<file path="src/rtl/trim_pkg.sv">
package trim_pkg;
  typedef struct packed {
    logic       under;
    logic [4:0] add_dis;
    logic [4:0] sub_cut;
  } trim_code_t;
endpackage

</file>
<file path="src/rtl/trim_edge_counter.sv">
module trim_edge_counter #(
  parameter int CNT_W = 8
) (
  input  logic             clk,
  input  logic             rst_n,
  input  logic             start_i,
  input  logic             run_i,
  output logic [CNT_W-1:0] cnt_o
);
  localparam logic [CNT_W-1:0] CntMax = {CNT_W{1'b1}};

  always_ff @(posedge clk or negedge rst_n) begin
    if (!rst_n)                         cnt_o <= '0;
    else if (start_i)                   cnt_o <= {{(CNT_W-1){1'b0}}, 1'b1};
    else if (run_i && cnt_o != CntMax)  cnt_o <= cnt_o + 1'b1;
  end

  // the count never wraps while the window stays open
  a_r3_no_wrap: assert property (@(posedge clk) disable iff (!rst_n)
    (run_i && !start_i) |=> (cnt_o >= $past(cnt_o)));
endmodule

</file>
<file path="src/rtl/trim_code_map.sv">
module trim_code_map
  import trim_pkg::*;
#(
  parameter int CNT_W  = 8,
  parameter int UNIT_W = 5,
  parameter int K_HI   = 43
) (
  input  logic [CNT_W-1:0] cnt_i,
  output trim_code_t       code_o
);
  localparam int K_LO  = K_HI - (1 << UNIT_W);
  localparam int UMAX  = (1 << UNIT_W) - 1;

  int unsigned cnt_u;
  int unsigned diff;

  always_comb begin
    cnt_u  = int'(cnt_i);
    diff   = 0;
    code_o = '0;
    if (cnt_u <= K_LO) begin
      code_o.under = 1'b1;
    end else if (cnt_u < K_HI) begin
      diff           = cnt_u - K_LO - 1;
      code_o.add_dis = UNIT_W'(diff);
    end else begin
      diff           = cnt_u - K_HI;
      code_o.add_dis = UNIT_W'(UMAX);
      code_o.sub_cut = (diff > UMAX) ? UNIT_W'(UMAX) : UNIT_W'(diff);
    end
  end

  // the three outcomes never mix
  always_comb begin
    a_r6_excl: assert (!(code_o.sub_cut != '0 && code_o.add_dis != UNIT_W'(UMAX)));
    a_r4_under_clean: assert (!code_o.under || (code_o.add_dis == '0 && code_o.sub_cut == '0));
  end
endmodule

</file>
<file path="src/rtl/osc_trim_ctrl.sv">
module osc_trim_ctrl
  import trim_pkg::*;
#(
  parameter int CNT_W  = 8,
  parameter int UNIT_W = 5,
  parameter int K_HI   = 43
) (
  input  logic              clk,
  input  logic              rst_n,
  input  logic              win_i,
  output logic [UNIT_W-1:0] add_dis_o,
  output logic [UNIT_W-1:0] sub_cut_o,
  output logic              under_o,
  output logic              done_o
);
  logic             win_q;
  logic             win_rise, win_fall;
  logic [CNT_W-1:0] cnt;
  trim_code_t       code;

  assign win_rise = win_i && !win_q;
  assign win_fall = !win_i && win_q;

  always_ff @(posedge clk or negedge rst_n) begin
    if (!rst_n) win_q <= 1'b0;
    else        win_q <= win_i;
  end

  trim_edge_counter #(.CNT_W(CNT_W)) u_cnt (
    .clk(clk), .rst_n(rst_n), .start_i(win_rise), .run_i(win_i), .cnt_o(cnt)
  );

  trim_code_map #(.CNT_W(CNT_W), .UNIT_W(UNIT_W), .K_HI(K_HI)) u_map (
    .cnt_i(cnt), .code_o(code)
  );

  always_ff @(posedge clk or negedge rst_n) begin
    if (!rst_n) begin
      add_dis_o <= '0;
      sub_cut_o <= '0;
      under_o   <= 1'b0;
      done_o    <= 1'b0;
    end else if (win_rise) begin
      add_dis_o <= '1;
      sub_cut_o <= '0;
      under_o   <= 1'b0;
      done_o    <= 1'b0;
    end else if (win_fall) begin
      add_dis_o <= code.add_dis;
      sub_cut_o <= code.sub_cut;
      under_o   <= code.under;
      done_o    <= 1'b1;
    end else begin
      done_o    <= 1'b0;
    end
  end

  // window start forces the counting state
  a_r2_force_on_rise: assert property (@(posedge clk) disable iff (!rst_n)
    win_rise |=> (add_dis_o == '1 && sub_cut_o == '0 && !under_o));
  // trim codes frozen inside the window
  a_r7_frozen: assert property (@(posedge clk) disable iff (!rst_n)
    (win_i && win_q) |=> ($stable(add_dis_o) && $stable(sub_cut_o)));
  // done is a single-cycle pulse
  a_r8_done_pulse: assert property (@(posedge clk) disable iff (!rst_n)
    done_o |=> !done_o);
  // outputs hold while idle
  a_r8_hold_idle: assert property (@(posedge clk) disable iff (!rst_n)
    (!win_i && !win_q) |=> ($stable(add_dis_o) && $stable(sub_cut_o) && $stable(under_o)));
endmodule

</file>
<file path="config.mk">
export PLATFORM = sky130hd
export DESIGN_NAME = osc_trim_ctrl
export DESIGN_NICKNAME = d
export VERILOG_FILES = /design/src/rtl/trim_pkg.sv /design/src/rtl/trim_edge_counter.sv /design/src/rtl/trim_code_map.sv /design/src/rtl/osc_trim_ctrl.sv
export SDC_FILE = /design/constraint.sdc
export NUM_CORES = 1
export LEC_CHECK = 0
export BUFFER_PORTS_ARGS = -buffer_cell sky130_fd_sc_hd__clkbuf_2
export CAP_MARGIN = 0
export CORE_MARGIN = 1.5
export CORE_UTILIZATION = 54
export DETAILED_ROUTE_END_ITERATION = 16
export PLACE_DENSITY = 0.75
export SYNTH_ARGS = -nofsm -noshare
export SYNTH_HDL_FRONTEND = slang
export SYNTH_SLANG_ARGS = --single-unit
</file>
<file path="constraint.sdc">
create_clock -name clk -period 2.1 [get_ports clk]
set_input_delay 0.21 -clock clk [delete_from_list [all_inputs] [get_ports clk]]
set_output_delay 0.21 -clock clk [all_outputs]
set_load 0.01 [all_outputs]
</file>
Word-level counts from Yosys, hierarchy flattened
Index checks and enable logic that the tools add are counted.

$add $sub $neg: 4. $lt $le $gt $ge: 3. Reductions and logical operators: 7. Equal/unequal tests: 1. Mux-type cells: 15.

Operators with widths (count): 5-bit two-way mux (7); 32-bit by 5-bit > comparator with 1-bit output (second input constant) (1); 8-bit two-way mux (2); 10-bit two-way mux (1); 8-bit by 6-bit subtractor with 9-bit output (second input constant) (1); 8-bit by 1-bit adder with 8-bit output (second input constant) (1); 8-bit by 4-bit less-or-equal comparator with 1-bit output (second input constant) (1); 8-bit by 6-bit less-than comparator with 1-bit output (second input constant) (1); 8-bit inequality test (second input constant) (1); 1-bit two-way mux (5); 5-bit by 1-bit subtractor with 5-bit output (second input constant) (1); 5-bit by 4-bit subtractor with 5-bit output (second input constant) (1); 2-bit nonzero test (2); 1-bit logical AND (3); 1-bit logical NOT (2).

Flip-flop bits (word level): 21. Logic and storage cells: 36. Input port bits: 3.

Depth between registers and ports, before layout
Depth in word-level cells: 7. Mapped depth: 8. Depth with buffers taken out: 7.

By module
A second synthesis with hierarchy kept.

Cell total of the unflattened synthesis: 149. Area, all modules: 1383.8 um^2.

By module, submodules not included: osc_trim_ctrl (area each 581.8 um^2, times used 1, cells each 52, seq. area each 325.3 um^2); trim_edge_counter (area each 462.9 um^2, times used 1, cells each 49, seq. area each 200.2 um^2); trim_code_map (area each 339.1 um^2, times used 1, cells each 48, seq. area each 0.0 um^2).

Worst setup path after synthesis
Ideal clock, no wire load.

Path type: register to register. Start: register win_q. End: register add_dis_o[0]. Clock period less this slack: 1851 ps. Setup time: 149 ps. Path slack: 249 ps. Stages on the path, launching flop included: 7. Required time: 1951 ps. Data arrival time: 1702 ps. Cells stage by stage: dfrtp_1 -> inv_1 -> ha_1 -> buf_4 -> or4_4 -> a2111oi_4 -> a221oi_1.

Longest elaborated chain between the ends: 3. Elaborated cells on any way between the ends: 5.

RTL lines: start: declaration (line osc_trim_ctrl.sv:16) `logic win_q;`; start signal: assignment (line osc_trim_ctrl.sv:26) `else win_q <= win_i;`; 1-bit logical NOT (line osc_trim_ctrl.sv:21) `assign win_rise = win_i && !win_q;`; 1-bit logical AND (line osc_trim_ctrl.sv:21); 5-bit two-way mux / 2-bit nonzero test (equally long branches); end signal: assignment (line osc_trim_ctrl.sv:49) `add_dis_o <= code.add_dis;`; end: declaration (line osc_trim_ctrl.sv:11) `output logic [UNIT_W-1:0] add_dis_o,`.

Several ways; a longest one is shown, not always the timed one. A chain may end at the register's enable or synchronous reset.

Worst setup path in the final report
Start: register win_q. End: register add_dis_o[4].

Same word-level chain as after synthesis.

==> out/summary.txt <==
status - finished clean
largest net degree at the start of global routing - 22
CP Launch Type - flop
Clock Skew - 6.902 ps
Tightest Pin Transition - 516.5 ps
grt ovf - 0
top-count cell post-synth - dfrtp_1
CTS tree - yes
ys flop type - dfrtp_1
Port Buffer Count - 14
Worst VDD drop - 0.4877 mV
CTS clk-pin slew, worst paths - 120 ps
initial antenna violation count - 0
Die Ht - 49.60 um
slowest CP cell - a2111oi_4
clk buf depth - 2
TNS Setup - 0 ps
worst path cell trace - ha_1 -> or4_4 -> a2111oi_4 -> a221oi_1
area share of the largest cell type after synthesis - 0.4482
post-synth cell types - 31
setup ws final - 93.89 ps
Total GRT Usage - 0.2235
Yosys warning count - 0
vias per cell - 5.778
crit end category - flop
Final Instance Area - 1326 sq um
via count - 936
area grow syn2layout - 13.13%
CTS root buffer - clkbuf_4
RSZ-0062 raised after global routing - no
GPL Wtd Cong - 0.7910
Clk pwr share - 0.179
Final setup viols - 0
Rel. slew slack - 0.6556
ant diodes - 0
power share of the combinational group - 0.363
post-synthesis instance total - 115
Die W - 49.60 um
post_cts resized - 0
CORE AREA - 2002 sq um
commonest cells in the netlist - dfrtp_1, inv_1, nor2_1
Syn Area/Cell - 10.19 sq um
CTS Sinks - 21
pwr dens - 831.5 nW/um^2
Leak - 0.6417 nW
Max Cap Viol - 0
die area - 2460 sq um
Highest Clock Rate - 498.5 MHz
placed standard-cell area - 1290 sq um
Post-synth ARST share - 1.000
IO Pins - 15
synthesized area - 1172 sq um
sw power - 388.8 uW
DPL Wire Length - 1749 um
Final ANT Viol Nets - 0
Worst Path Buf+Inv - 0
WS Path Type - flop to flop
nets - 145
Post-Route WL - 2377 um
Place WS - 87.35 ps
crit path time final - 2006 ps
starting density of the core - 0.5856
Hold WS - 59.29 ps
flops & latches, synth - 21
Total Power - 1.103 mW
Syn Nets - 124
TritonRoute pass-1 iters - 4
1st-iter DRT viols - 18
vias in the first global route - 1009
TritonCTS Buffers - 3
share of layout cells above drive strength 1 - 0.2148
Reg power frac - 0.458
delay-heaviest family, CP - compound AO/OA/AOI/OAI gates
crit share post-route - 0.9553
Residual DRC - 0
Net Sw Frac - 0.3525
Setup Fix Bufs, Post-CTS - 0
crit-path max cell delay - 490 ps
Routed wire per std cell - 14.67 um
Synth area leader - dfrtp_1
Slew Limit Fails - 0
global-route wire length before repair - 4257 um
num rows - 16
Worst EP arrival - 2180 ps
EDFF count, synth - 0
Final Hold Fails - 0
Clock Latency Late Sink - 310 ps
worst min path class - input pin to flop
register area share after synthesis - 0.4482
P_int - 714.0 uW
WP data required - 2280 ps
Crit Path Max Fanout - 8
synth top area cells - dfrtp_1, ha_1, xnor2_1
# H-tree levels - 1
[placed cells by master (no fill, tap or decap), types with 3 or more instances in the layout]
| master | n |
|---|---|
| o21ai_0 | 7 |
| nand2_1 | 6 |
| a21oi_1 | 6 |
| inv_1 | 12 |
| dfrtp_1 | 21 |
| clkbuf_2 | 14 |
| a221oi_1 | 5 |
| nand3_1 | 3 |
| buf_4 | 8 |
| nor2_1 | 8 |
| nor3_1 | 4 |
| xnor2_1 | 7 |
| clkbuf_4 | 3 |
| ha_1 | 6 |
[final timing paths]
kind / from / to / slack (ps) / depth (start not counted)
max in group asynchronous: rst_n / sub_cut_o[2]$_DFFE_PN0P_ / 1360 / 2
max: win_q$_DFF_PN0_ / add_dis_o[4]$_DFFE_PN0P_ / 90 / 4
min in group asynchronous: rst_n / add_dis_o[2]$_DFFE_PN0P_ / 390 / 2
min reg2reg: under_o$_DFFE_PN0P_ / under_o$_DFFE_PN0P_ / 490 / 1
min: win_i / win_q$_DFF_PN0_ / 60 / 1
max reg2reg: win_q$_DFF_PN0_ / add_dis_o[4]$_DFFE_PN0P_ / 90 / 4
[repair_timing]
item                       CTS  global route
hold buffers                 1             0
setup endpoints to repair    0             0
hold endpoints to repair    21             0
[power groups by stage]
stage	clock network, mW	registers, mW	logic, mW
2_1_floorplan	0	0.527	0.236
3_3_place_gp	0	0.510	0.381
3_5_place_dp	0	0.514	0.392
4_1_cts	0.205	0.506	0.398
5_1_grt	0.219	0.516	0.437
6_report	0.197	0.505	0.401
[metal layers]
layer	track usage	part of all wire
met3	0.04242	0.048
met4	0.1111	0.012
met2	0.3822	0.49
met1	0.2667	0.45
met5	0	0
[kinds of logic after synthesis]
kind of cell / after synthesis / synth area share
DFF: 21 / 0.4482
adders and majority gates: 6 / 0.06403
buffers and inverters: 19 / 0.07790
AOI/OAI and AO/OA: 31 / 0.2177
and+or+nand+nor: 29 / 0.1249
xor gates and xnor gates: 9 / 0.06724
[state kept, by name (all words and copies together), names as in the netlist]
register	count
under_o	1
add_dis_o	5
sub_cut_o	5
u_cnt.cnt_o	8
done_o	1
win_q	1
[area by class of cell]
cell class,count,area (sq um)
repair buffers,23,140.1
clock buffers,4,26.28
well taps,27,33.78
inverters,12,45.04
fillers,173,675.6
multi-input cells,75,555.5
flip-flops and latches,21,525.5
[stage by stage]
| step | util | std cells |
|---|---|---|
| 5_1_grt | 0.6625 | 162 |
| 2_1_floorplan | - | 115 |
| 3_5_place_dp | 0.6444 | 157 |
| 3_3_place_gp | 0.6444 | 157 |
| 6_report | 0.6625 | 162 |
| 4_1_cts | 0.6625 | 162 |
Power figures use the tool's default switching activity.
